$ cat config.mk
export PLATFORM = sky130hd
export DESIGN_NAME = qdr2_burst_sram
export DESIGN_NICKNAME = d
export VERILOG_FILES = /design/src/rtl/qdr_pkg.sv /design/src/rtl/qdr_wr_capture.sv /design/src/rtl/qdr_array.sv /design/src/rtl/qdr_echo_gen.sv /design/src/rtl/qdr_rd_pipe.sv /design/src/rtl/qdr2_burst_sram.sv
export SDC_FILE = /design/constraint.sdc
export NUM_CORES = 2
export LEC_CHECK = 0
export ABC_AREA = 1
export BUFFER_PORTS_ARGS = -buffer_cell sky130_fd_sc_hd__clkbuf_2
export CORE_ASPECT_RATIO = 1.5
export CORE_MARGIN = 2
export CORE_UTILIZATION = 52
export DETAILED_ROUTE_END_ITERATION = 12
export GPL_TIMING_DRIVEN = 0
export MAX_ROUTING_LAYER = met4
export PLACE_DENSITY = 0.74
export SYNTH_ARGS = -nofsm -noshare
export SYNTH_HDL_FRONTEND = slang
export SYNTH_SLANG_ARGS = --single-unit
$ cat constraint.sdc
create_clock -name k_clk -period 2.4 [get_ports k_clk]
set_input_delay 0.24 -clock k_clk [delete_from_list [all_inputs] [get_ports k_clk]]
set_output_delay 0.24 -clock k_clk [all_outputs]
set_load 0.01 [all_outputs]
$ cat src/rtl/qdr_pkg.sv
// Package: shared types for the two-word-burst split-port SRAM.
// Assumes every burst holds exactly two words.
package qdr_pkg;
    typedef enum logic {
        BEAT_FIRST  = 1'b0,
        BEAT_SECOND = 1'b1
    } beat_e;
endpackage

$ cat src/rtl/qdr_wr_capture.sv
// Write capture: a request on the rising edge takes word 0 and its lane
// enables. The falling edge of the same cycle takes the address, word 1 and
// its lane enables. Assumes the caller commits the burst on the next rising
// edge while wr_act is high.
module qdr_wr_capture #(
    parameter int LANE_W = 9,
    parameter int LANES  = 2,
    parameter int ADDR_W = 4
) (
    input  logic                      clk,
    input  logic                      rst_n,
    input  logic                      wr_req,
    input  logic [ADDR_W-1:0]         addr,
    input  logic [LANES*LANE_W-1:0]   din,
    input  logic [LANES-1:0]          bw_n,
    output logic                      wr_act,
    output logic [ADDR_W-1:0]         wr_addr,
    output logic [LANES*LANE_W-1:0]   wr_d0,
    output logic [LANES*LANE_W-1:0]   wr_d1,
    output logic [LANES-1:0]          wr_en0,
    output logic [LANES-1:0]          wr_en1
);
    localparam int DW = LANES * LANE_W;

    // Rising edge: register the request, the first word and its enables.
    always_ff @(posedge clk) begin
        if (!rst_n) begin
            wr_act <= 1'b0;
            wr_d0  <= '0;
            wr_en0 <= '0;
        end else begin
            wr_act <= wr_req;
            if (wr_req) begin
                wr_d0  <= din;
                wr_en0 <= ~bw_n;
            end
        end
    end

    // Falling edge: register the address and the second word of the burst.
    always_ff @(negedge clk) begin
        if (!rst_n) begin
            wr_addr <= '0;
            wr_d1   <= {DW{1'b0}};
            wr_en1  <= '0;
        end else if (wr_act) begin
            wr_addr <= addr;
            wr_d1   <= din;
            wr_en1  <= ~bw_n;
        end
    end
endmodule

$ cat src/rtl/qdr_array.sv
// Storage array: each address holds two words. The pending burst is committed
// on the rising edge with lane masks. A combinational read merges in the
// lanes of the burst committing on that same edge when the addresses match.
// Assumes at most one commit per cycle.
module qdr_array #(
    parameter int LANE_W = 9,
    parameter int LANES  = 2,
    parameter int ADDR_W = 4
) (
    input  logic                      clk,
    input  logic                      rst_n,
    input  logic                      wr_act,
    input  logic [ADDR_W-1:0]         wr_addr,
    input  logic [LANES*LANE_W-1:0]   wr_d0,
    input  logic [LANES*LANE_W-1:0]   wr_d1,
    input  logic [LANES-1:0]          wr_en0,
    input  logic [LANES-1:0]          wr_en1,
    input  logic [ADDR_W-1:0]         rd_addr,
    output logic [LANES*LANE_W-1:0]   rd_w0,
    output logic [LANES*LANE_W-1:0]   rd_w1
);
    localparam int DW    = LANES * LANE_W;
    localparam int DEPTH = 1 << ADDR_W;

    logic [DEPTH-1:0][1:0][DW-1:0] mem;
    logic                          fwd_hit;

    // Forwarding match against the burst that commits on this edge.
    assign fwd_hit = wr_act && (wr_addr == rd_addr);

    generate
        for (genvar g = 0; g < LANES; g++) begin : g_lane
            // Per-lane read mux: forwarded bytes or stored bytes.
            assign rd_w0[g*LANE_W +: LANE_W] = (fwd_hit && wr_en0[g]) ?
                wr_d0[g*LANE_W +: LANE_W] : mem[rd_addr][0][g*LANE_W +: LANE_W];
            assign rd_w1[g*LANE_W +: LANE_W] = (fwd_hit && wr_en1[g]) ?
                wr_d1[g*LANE_W +: LANE_W] : mem[rd_addr][1][g*LANE_W +: LANE_W];

            AST_MASKED_LANE_KEEP: assert property (@(posedge clk) disable iff (!rst_n)
                wr_act && !wr_en0[g] |=> mem[$past(wr_addr)][0][g*LANE_W +: LANE_W]
                    == $past(mem[wr_addr][0][g*LANE_W +: LANE_W]));
        end
    endgenerate

    // Commit the pending burst lane by lane; clear everything on reset.
    always_ff @(posedge clk) begin
        if (!rst_n) begin
            mem <= '0;
        end else if (wr_act) begin
            for (int i = 0; i < LANES; i++) begin
                if (wr_en0[i]) mem[wr_addr][0][i*LANE_W +: LANE_W] <= wr_d0[i*LANE_W +: LANE_W];
                if (wr_en1[i]) mem[wr_addr][1][i*LANE_W +: LANE_W] <= wr_d1[i*LANE_W +: LANE_W];
            end
        end
    end

    AST_FULL_COMMIT: assert property (@(posedge clk) disable iff (!rst_n)
        wr_act && (&wr_en0) && (&wr_en1) |=>
            mem[$past(wr_addr)][0] == $past(wr_d0) &&
            mem[$past(wr_addr)][1] == $past(wr_d1));
    AST_IDLE_MEM_STABLE: assert property (@(posedge clk) disable iff (!rst_n)
        !wr_act |=> $stable(mem));
endmodule

$ cat src/rtl/qdr_echo_gen.sv
// Echo clock generator: a toggle flop on each edge. The XOR of the two flops
// is high after every rising edge and low after every falling edge. Assumes
// reset is held across both edges of at least one cycle.
module qdr_echo_gen (
    input  logic clk,
    input  logic rst_n,
    output logic cq
);
    logic tog_r, tog_f, run;

    // Rising-edge toggle, plus a flag that marks the first cycle out of reset.
    always_ff @(posedge clk) begin
        if (!rst_n) begin
            tog_r <= 1'b0;
            run   <= 1'b0;
        end else begin
            tog_r <= ~tog_r;
            run   <= 1'b1;
        end
    end

    // Falling-edge toggle.
    always_ff @(negedge clk) begin
        if (!rst_n) tog_f <= 1'b0;
        else        tog_f <= ~tog_f;
    end

    assign cq = tog_r ^ tog_f;

    AST_ECHO_HIGH_PHASE: assert property (@(negedge clk) disable iff (!rst_n)
        run |-> cq);
    AST_ECHO_LOW_PHASE: assert property (@(posedge clk) disable iff (!rst_n)
        run |-> !cq);
endmodule

$ cat src/rtl/qdr_rd_pipe.sv
// Read pipeline: captures the merged read words at the request edge, stages
// them for one cycle and shows word 0 in the high phase and word 1 in the low
// phase. Assumes cq is high exactly between a rising edge and the next
// falling edge.
module qdr_rd_pipe
    import qdr_pkg::*;
#(
    parameter int DW = 18
) (
    input  logic          clk,
    input  logic          rst_n,
    input  logic          rd_req,
    input  logic [DW-1:0] arr_w0,
    input  logic [DW-1:0] arr_w1,
    input  logic          cq,
    output logic [DW-1:0] dout,
    output logic          dout_valid,
    output logic          dout_idx
);
    logic [DW-1:0] buf0, buf1, stg0, stg1, low_w;
    logic          buf_v, stg_v, low_v;
    logic [1:0]    age;
    beat_e         beat;

    // Rising edge: capture the burst, then move it into the output stage.
    always_ff @(posedge clk) begin
        if (!rst_n) begin
            buf0  <= '0;
            buf1  <= '0;
            buf_v <= 1'b0;
            stg0  <= '0;
            stg1  <= '0;
            stg_v <= 1'b0;
        end else begin
            buf_v <= rd_req;
            buf0  <= arr_w0;
            buf1  <= arr_w1;
            stg_v <= buf_v;
            stg0  <= buf_v ? buf0 : '0;
            stg1  <= buf_v ? buf1 : '0;
        end
    end

    // Falling edge: hand the second word to the low-phase register.
    always_ff @(negedge clk) begin
        if (!rst_n) begin
            low_w <= '0;
            low_v <= 1'b0;
        end else begin
            low_w <= stg1;
            low_v <= stg_v;
        end
    end

    // Count the cycles since reset so the latency check never looks back past it.
    always_ff @(posedge clk) begin
        if (!rst_n)         age <= '0;
        else if (age != 2'd3) age <= age + 2'd1;
    end

    assign beat       = cq ? BEAT_FIRST : BEAT_SECOND;
    assign dout       = cq ? stg0 : low_w;
    assign dout_valid = cq ? stg_v : low_v;
    assign dout_idx   = dout_valid & (beat == BEAT_SECOND);

    AST_READ_LATENCY: assert property (@(posedge clk) disable iff (!rst_n)
        age >= 2'd2 |-> stg_v == $past(rd_req, 2));
    AST_IDLE_ZERO_RISE: assert property (@(posedge clk) disable iff (!rst_n)
        !dout_valid |-> dout == '0);
    AST_IDLE_ZERO_FALL: assert property (@(negedge clk) disable iff (!rst_n)
        !dout_valid |-> dout == '0);
endmodule

$ cat src/rtl/qdr2_burst_sram.sv
// Top: a two-word-burst SRAM with split data buses and a shared address bus.
// Reads sample the address on the rising edge. Writes sample it on the falling
// edge. A write is committed one cycle after its request, and a read in that
// cycle gets the burst forwarded. Assumes an ideal clock with a 50% duty cycle.
module qdr2_burst_sram #(
    parameter int LANE_W = 9,
    parameter int LANES  = 2,
    parameter int ADDR_W = 4
) (
    input  logic                      k_clk,
    input  logic                      rst_n,
    input  logic                      rd_sel_n,
    input  logic                      wr_sel_n,
    input  logic [ADDR_W-1:0]         addr,
    input  logic [LANES*LANE_W-1:0]   din,
    input  logic [LANES-1:0]          bw_n,
    output logic [LANES*LANE_W-1:0]   dout,
    output logic                      dout_valid,
    output logic                      dout_idx,
    output logic                      echo_clk,
    output logic                      echo_clk_n
);
    localparam int DW = LANES * LANE_W;

    logic              wr_act;
    logic [ADDR_W-1:0] wr_addr;
    logic [DW-1:0]     wr_d0, wr_d1, rd_w0, rd_w1;
    logic [LANES-1:0]  wr_en0, wr_en1;
    logic              cq;

    qdr_wr_capture #(.LANE_W(LANE_W), .LANES(LANES), .ADDR_W(ADDR_W)) u_wcap (
        .clk(k_clk), .rst_n(rst_n), .wr_req(~wr_sel_n), .addr(addr), .din(din),
        .bw_n(bw_n), .wr_act(wr_act), .wr_addr(wr_addr), .wr_d0(wr_d0),
        .wr_d1(wr_d1), .wr_en0(wr_en0), .wr_en1(wr_en1)
    );

    qdr_array #(.LANE_W(LANE_W), .LANES(LANES), .ADDR_W(ADDR_W)) u_array (
        .clk(k_clk), .rst_n(rst_n), .wr_act(wr_act), .wr_addr(wr_addr),
        .wr_d0(wr_d0), .wr_d1(wr_d1), .wr_en0(wr_en0), .wr_en1(wr_en1),
        .rd_addr(addr), .rd_w0(rd_w0), .rd_w1(rd_w1)
    );

    qdr_echo_gen u_echo (.clk(k_clk), .rst_n(rst_n), .cq(cq));

    qdr_rd_pipe #(.DW(DW)) u_rpipe (
        .clk(k_clk), .rst_n(rst_n), .rd_req(~rd_sel_n), .arr_w0(rd_w0),
        .arr_w1(rd_w1), .cq(cq), .dout(dout), .dout_valid(dout_valid),
        .dout_idx(dout_idx)
    );

    assign echo_clk   = cq;
    assign echo_clk_n = ~cq;
endmodule

==> impl_results.md <==
- Via density per instance: 6.35
- Synth Instances: 4482
- RSZ-0062 raised after global routing: yes
- Ys Warns: 0
- Slowest stage delay, CP: 310 ps
- Final setup margin: -901 ps
- Sequential share of the synthesized area: 0.464
- Global-route wire length before repair: 222000 um
- Final hold slack: 13.1 ps
- CTS tree: done
- Post-DRT Antenna Nets: 0
- Gr usage total: 0.519
- Max Root-Sink Buffers: 3
- Fin nets: 4956
- Chip Height: 302 um
- H-tree level count: 3
- Hold Crit Start: wr_sel_n
- Top area cells in the synthesized netlist: dfxtp_1 (46%), o21ai_0 (10%), a21oi_1 (9.6%)
- CP Max Fanout: 4
- WHS Endpoint: u_wcap.wr_act$_SDFF_PN0_
- Pwr dens: 616 nW/um^2
- WP buf/inv: 3
- DRC errors left: 1
- Vias: 36700
- Largest net degree at the start of global routing: 19
- Fillers: 4302
- Critical Path Sink Type: primary output
- Data required time at the worst endpoint: approximately 2200 ps
- Final Wtd Congestion: 1.04
- Seq cells post-synth: 716
- Num CTS Buffers: 70
- Syn-to-layout area delta: 45.8%
- Post-DP HPWL: 103000 um
- Worst skew pair latency: 700 ps
- Multi-input logic area: around 18000 sq um
- Clock Sinks: 716
- Layout cells sized above 1: 0.303
- Layout Skew: 43.6 ps
- Hold path cells: 2
- Maxcap violations: 2
- Final setup fails: between 600 and 700
- DIE AREA: roughly 61000 sq um
- Setup Slack @ Placement: -1150 ps
- R2r startpoint: u_wcap.wr_addr[1]$_SDFFE_NN0P_
- CORE AREA: between 50000 and 60000 sq um
- Worst min-delay path category: input port to register
- # IOs: 50
- Leak: 17.5 nW
- Yosys top cell area share: 0.464
- Fin. max-slew vios: 21
- Global route overflow: 0
- Sequential cell area: 14400 sq um
- Worst-path clk slew: 60 ps
- Worst Max-Slew Pin Slew: around 1500 ps
- WL final: 166000 um
- Slowest-stage cell, CP: dfxtp_2
- Vias in the first global route: 33400
- Initial antenna violation count: 17
- VDD IR max: 0.594 mV
- Status: complete, but fails checks
- Site row count: 109
- R2r endpoint: u_array.mem[109]$_SDFFE_PN0P_
- Worst rel slew slack: -0.0166
- FF-to-FF path depth: 11
- DRT Pass-1 Iters: 12
- First-iteration detailed-routing DRC count: 5222
- Kind of cell adding the most delay to the critical path: simple AND/OR/NAND/NOR gates
- Worst path cell trace: or2_4 -> nand2_4 -> clkbuf_16 -> buf_8 -> nand2_2 -> nand2_1 -> buf_2
- Cell taking the most area after synthesis: dfxtp_1
- Wirelength per Cell: 28.8 um
- Post-Syn Nets: 4510
- R2r setup slk: -600 ps
- Mapped Area: 30900 sq um
- Die width: 203 um
- IO buf count: 45
- Failing checks: DRC, capacitance limit, slew limit, setup timing
- Startpoint types: register
- Final Hold Fails: 0
- WS Path Type: register to primary output
- Arr. time, crit path: 3060 ps
- Initial Util: 0.525
- Clock root buffer master: clkbuf_16
- Syn avg cell area: 6.89 sq um
- Post-synth cell types: 18
-- metrics by stage --
step	utilization	instance area (sq um)	total power, mW	cells	TNS (ps)
after CTS	0.692	40700	26.7	5680	-249460
after global routing	0.766	45000	28.2	5777	-280620
after floorplan	-	31600	13.9	4482	-17440
after global placement	0.558	32800	15.1	5304	-347700
final	0.766	45000	27.7	5777	-256230
after detailed placement	0.558	32800	15.1	5304	-347770
-- what timing repair did --
action                     4_1_cts  5_1_grt
setup endpoints to repair      677      661
hold endpoints to repair         9        0
setup buffers                  134       59
pin swaps                      130      205
hold buffers                     9        0
cloned                          65       32
gates resized for setup        931     1016
-- layout make-up --
| cell class | instances | area share |
|---|---|---|
| sequential | 716 | 0.319 |
| antenna | 17 | 0.000945 |
| buffer | 357 | 0.0564 |
| inverter | 537 | 0.0461 |
| timing repair buffer | 312 | 0.0961 |
| multi-input combinational | 2890 | 0.407 |
| clock buffer | 103 | 0.0448 |
| tap | 777 | 0.0216 |
| clock inverter | 68 | 0.00845 |
-- how the worst max path moves through the flow --
| stage | from | end | slack (ps) | depth (start not counted) |
|---|---|---|---|---|
| finish | u_echo.tog_f$_SDFF_NN0_ | dout[7] | -900 | 7 |
| CTS | u_echo.tog_f$_SDFF_NN0_ | dout[11] | -860 | 7 |
| floorplan | u_wcap.wr_addr[0]$_SDFFE_NN0P_ | u_rpipe.buf1[10]$_SDFF_PN0_ | -140 | 8 |
| detailed placement | rst_n | u_wcap.wr_d1[14]$_SDFFE_NN0P_ | -1150 | 5 |
| global route | u_echo.tog_f$_SDFF_NN0_ | dout[7] | -950 | 7 |
| global placement | rst_n | u_wcap.wr_d1[11]$_SDFFE_NN0P_ | -1190 | 5 |
-- cell families (layout without fill, tap and decap cells) --
family / after synthesis / after routing / synth area share
simple gates: 1603 / 1627 / 0.215
compound gates: 1262 / 1262 / 0.205
buf+inv: 900 / 1377 / 0.116
flops: 716 / 716 / 0.464
xor+xnor: 1 / 1 / 0.000284
other cells: 0 / 17 / 0
-- power by group --
group          switching, mW  total, mW  internal, mW
registers              0.156       12.2          12.0
logic                   2.81       3.88          1.07
clock network           5.39       11.7          6.28
total                   8.36       27.7          19.4
-- sequential cells by signal, summed over array words and instances (netlist names), 2 cells and up --
name,flops
u_wcap.wr_en1,2
u_wcap.wr_addr,4
u_wcap.wr_d1,18
u_rpipe.low_w,18
u_array.mem,576
u_wcap.wr_d0,18
u_rpipe.buf1,18
u_rpipe.buf0,18
u_rpipe.stg1,18
u_wcap.wr_en0,2
u_rpipe.stg0,18
-- cells in the mapped netlist, drive strengths merged --
library cell	count
nand2	760
dfxtp	716
o21ai	669
a21oi	593
inv	537
nand3	457
nor2	381
clkbuf	187
buf	175
nand4	4
clkinv	1
or2	1
xnor2	1
-- metal layers --
metal	part of all wire	up-vias	GRT usage	wire, um
li1	-	15500	-	-
met1	0.32	17000	0.536	53000
met2	0.42	2930	0.764	70400
met3	0.13	1292	0.167	21400
met4	0.13	0	0.522	21400
met5	0	-	-	0
-- placed cells by master, fill, tap and decap left out, types with 5 or more instances in the layout --
cell and n:
nand3_1 438, o21ai_2 250, dfxtp_2 7, dfxtp_1 705
nand2_1 549, nor2_4 43, clkbuf_1 171, clkbuf_4 8
diode_2 17, o21ai_1 134, clkbuf_16 95, buf_12 81
dlygate4sd3_1 9, clkinv_2 5, nand2_8 81, buf_6 111
buf_16 25, inv_6 5, clkinvlp_2 8, clkbuf_2 45
buf_8 59, nand2_4 113, clkbuf_8 10, inv_1 568
buf_4 62, nand2_2 39, a21oi_4 8, o21ai_4 28
nand3_2 15, a21oi_2 290, nor2_2 21, buf_1 30
buf_2 66, nand4_4 5, inv_2 7, a21oi_1 295
nor2_1 317, o21ai_0 257
Note: power is estimated with default switching activity, not from simulation.
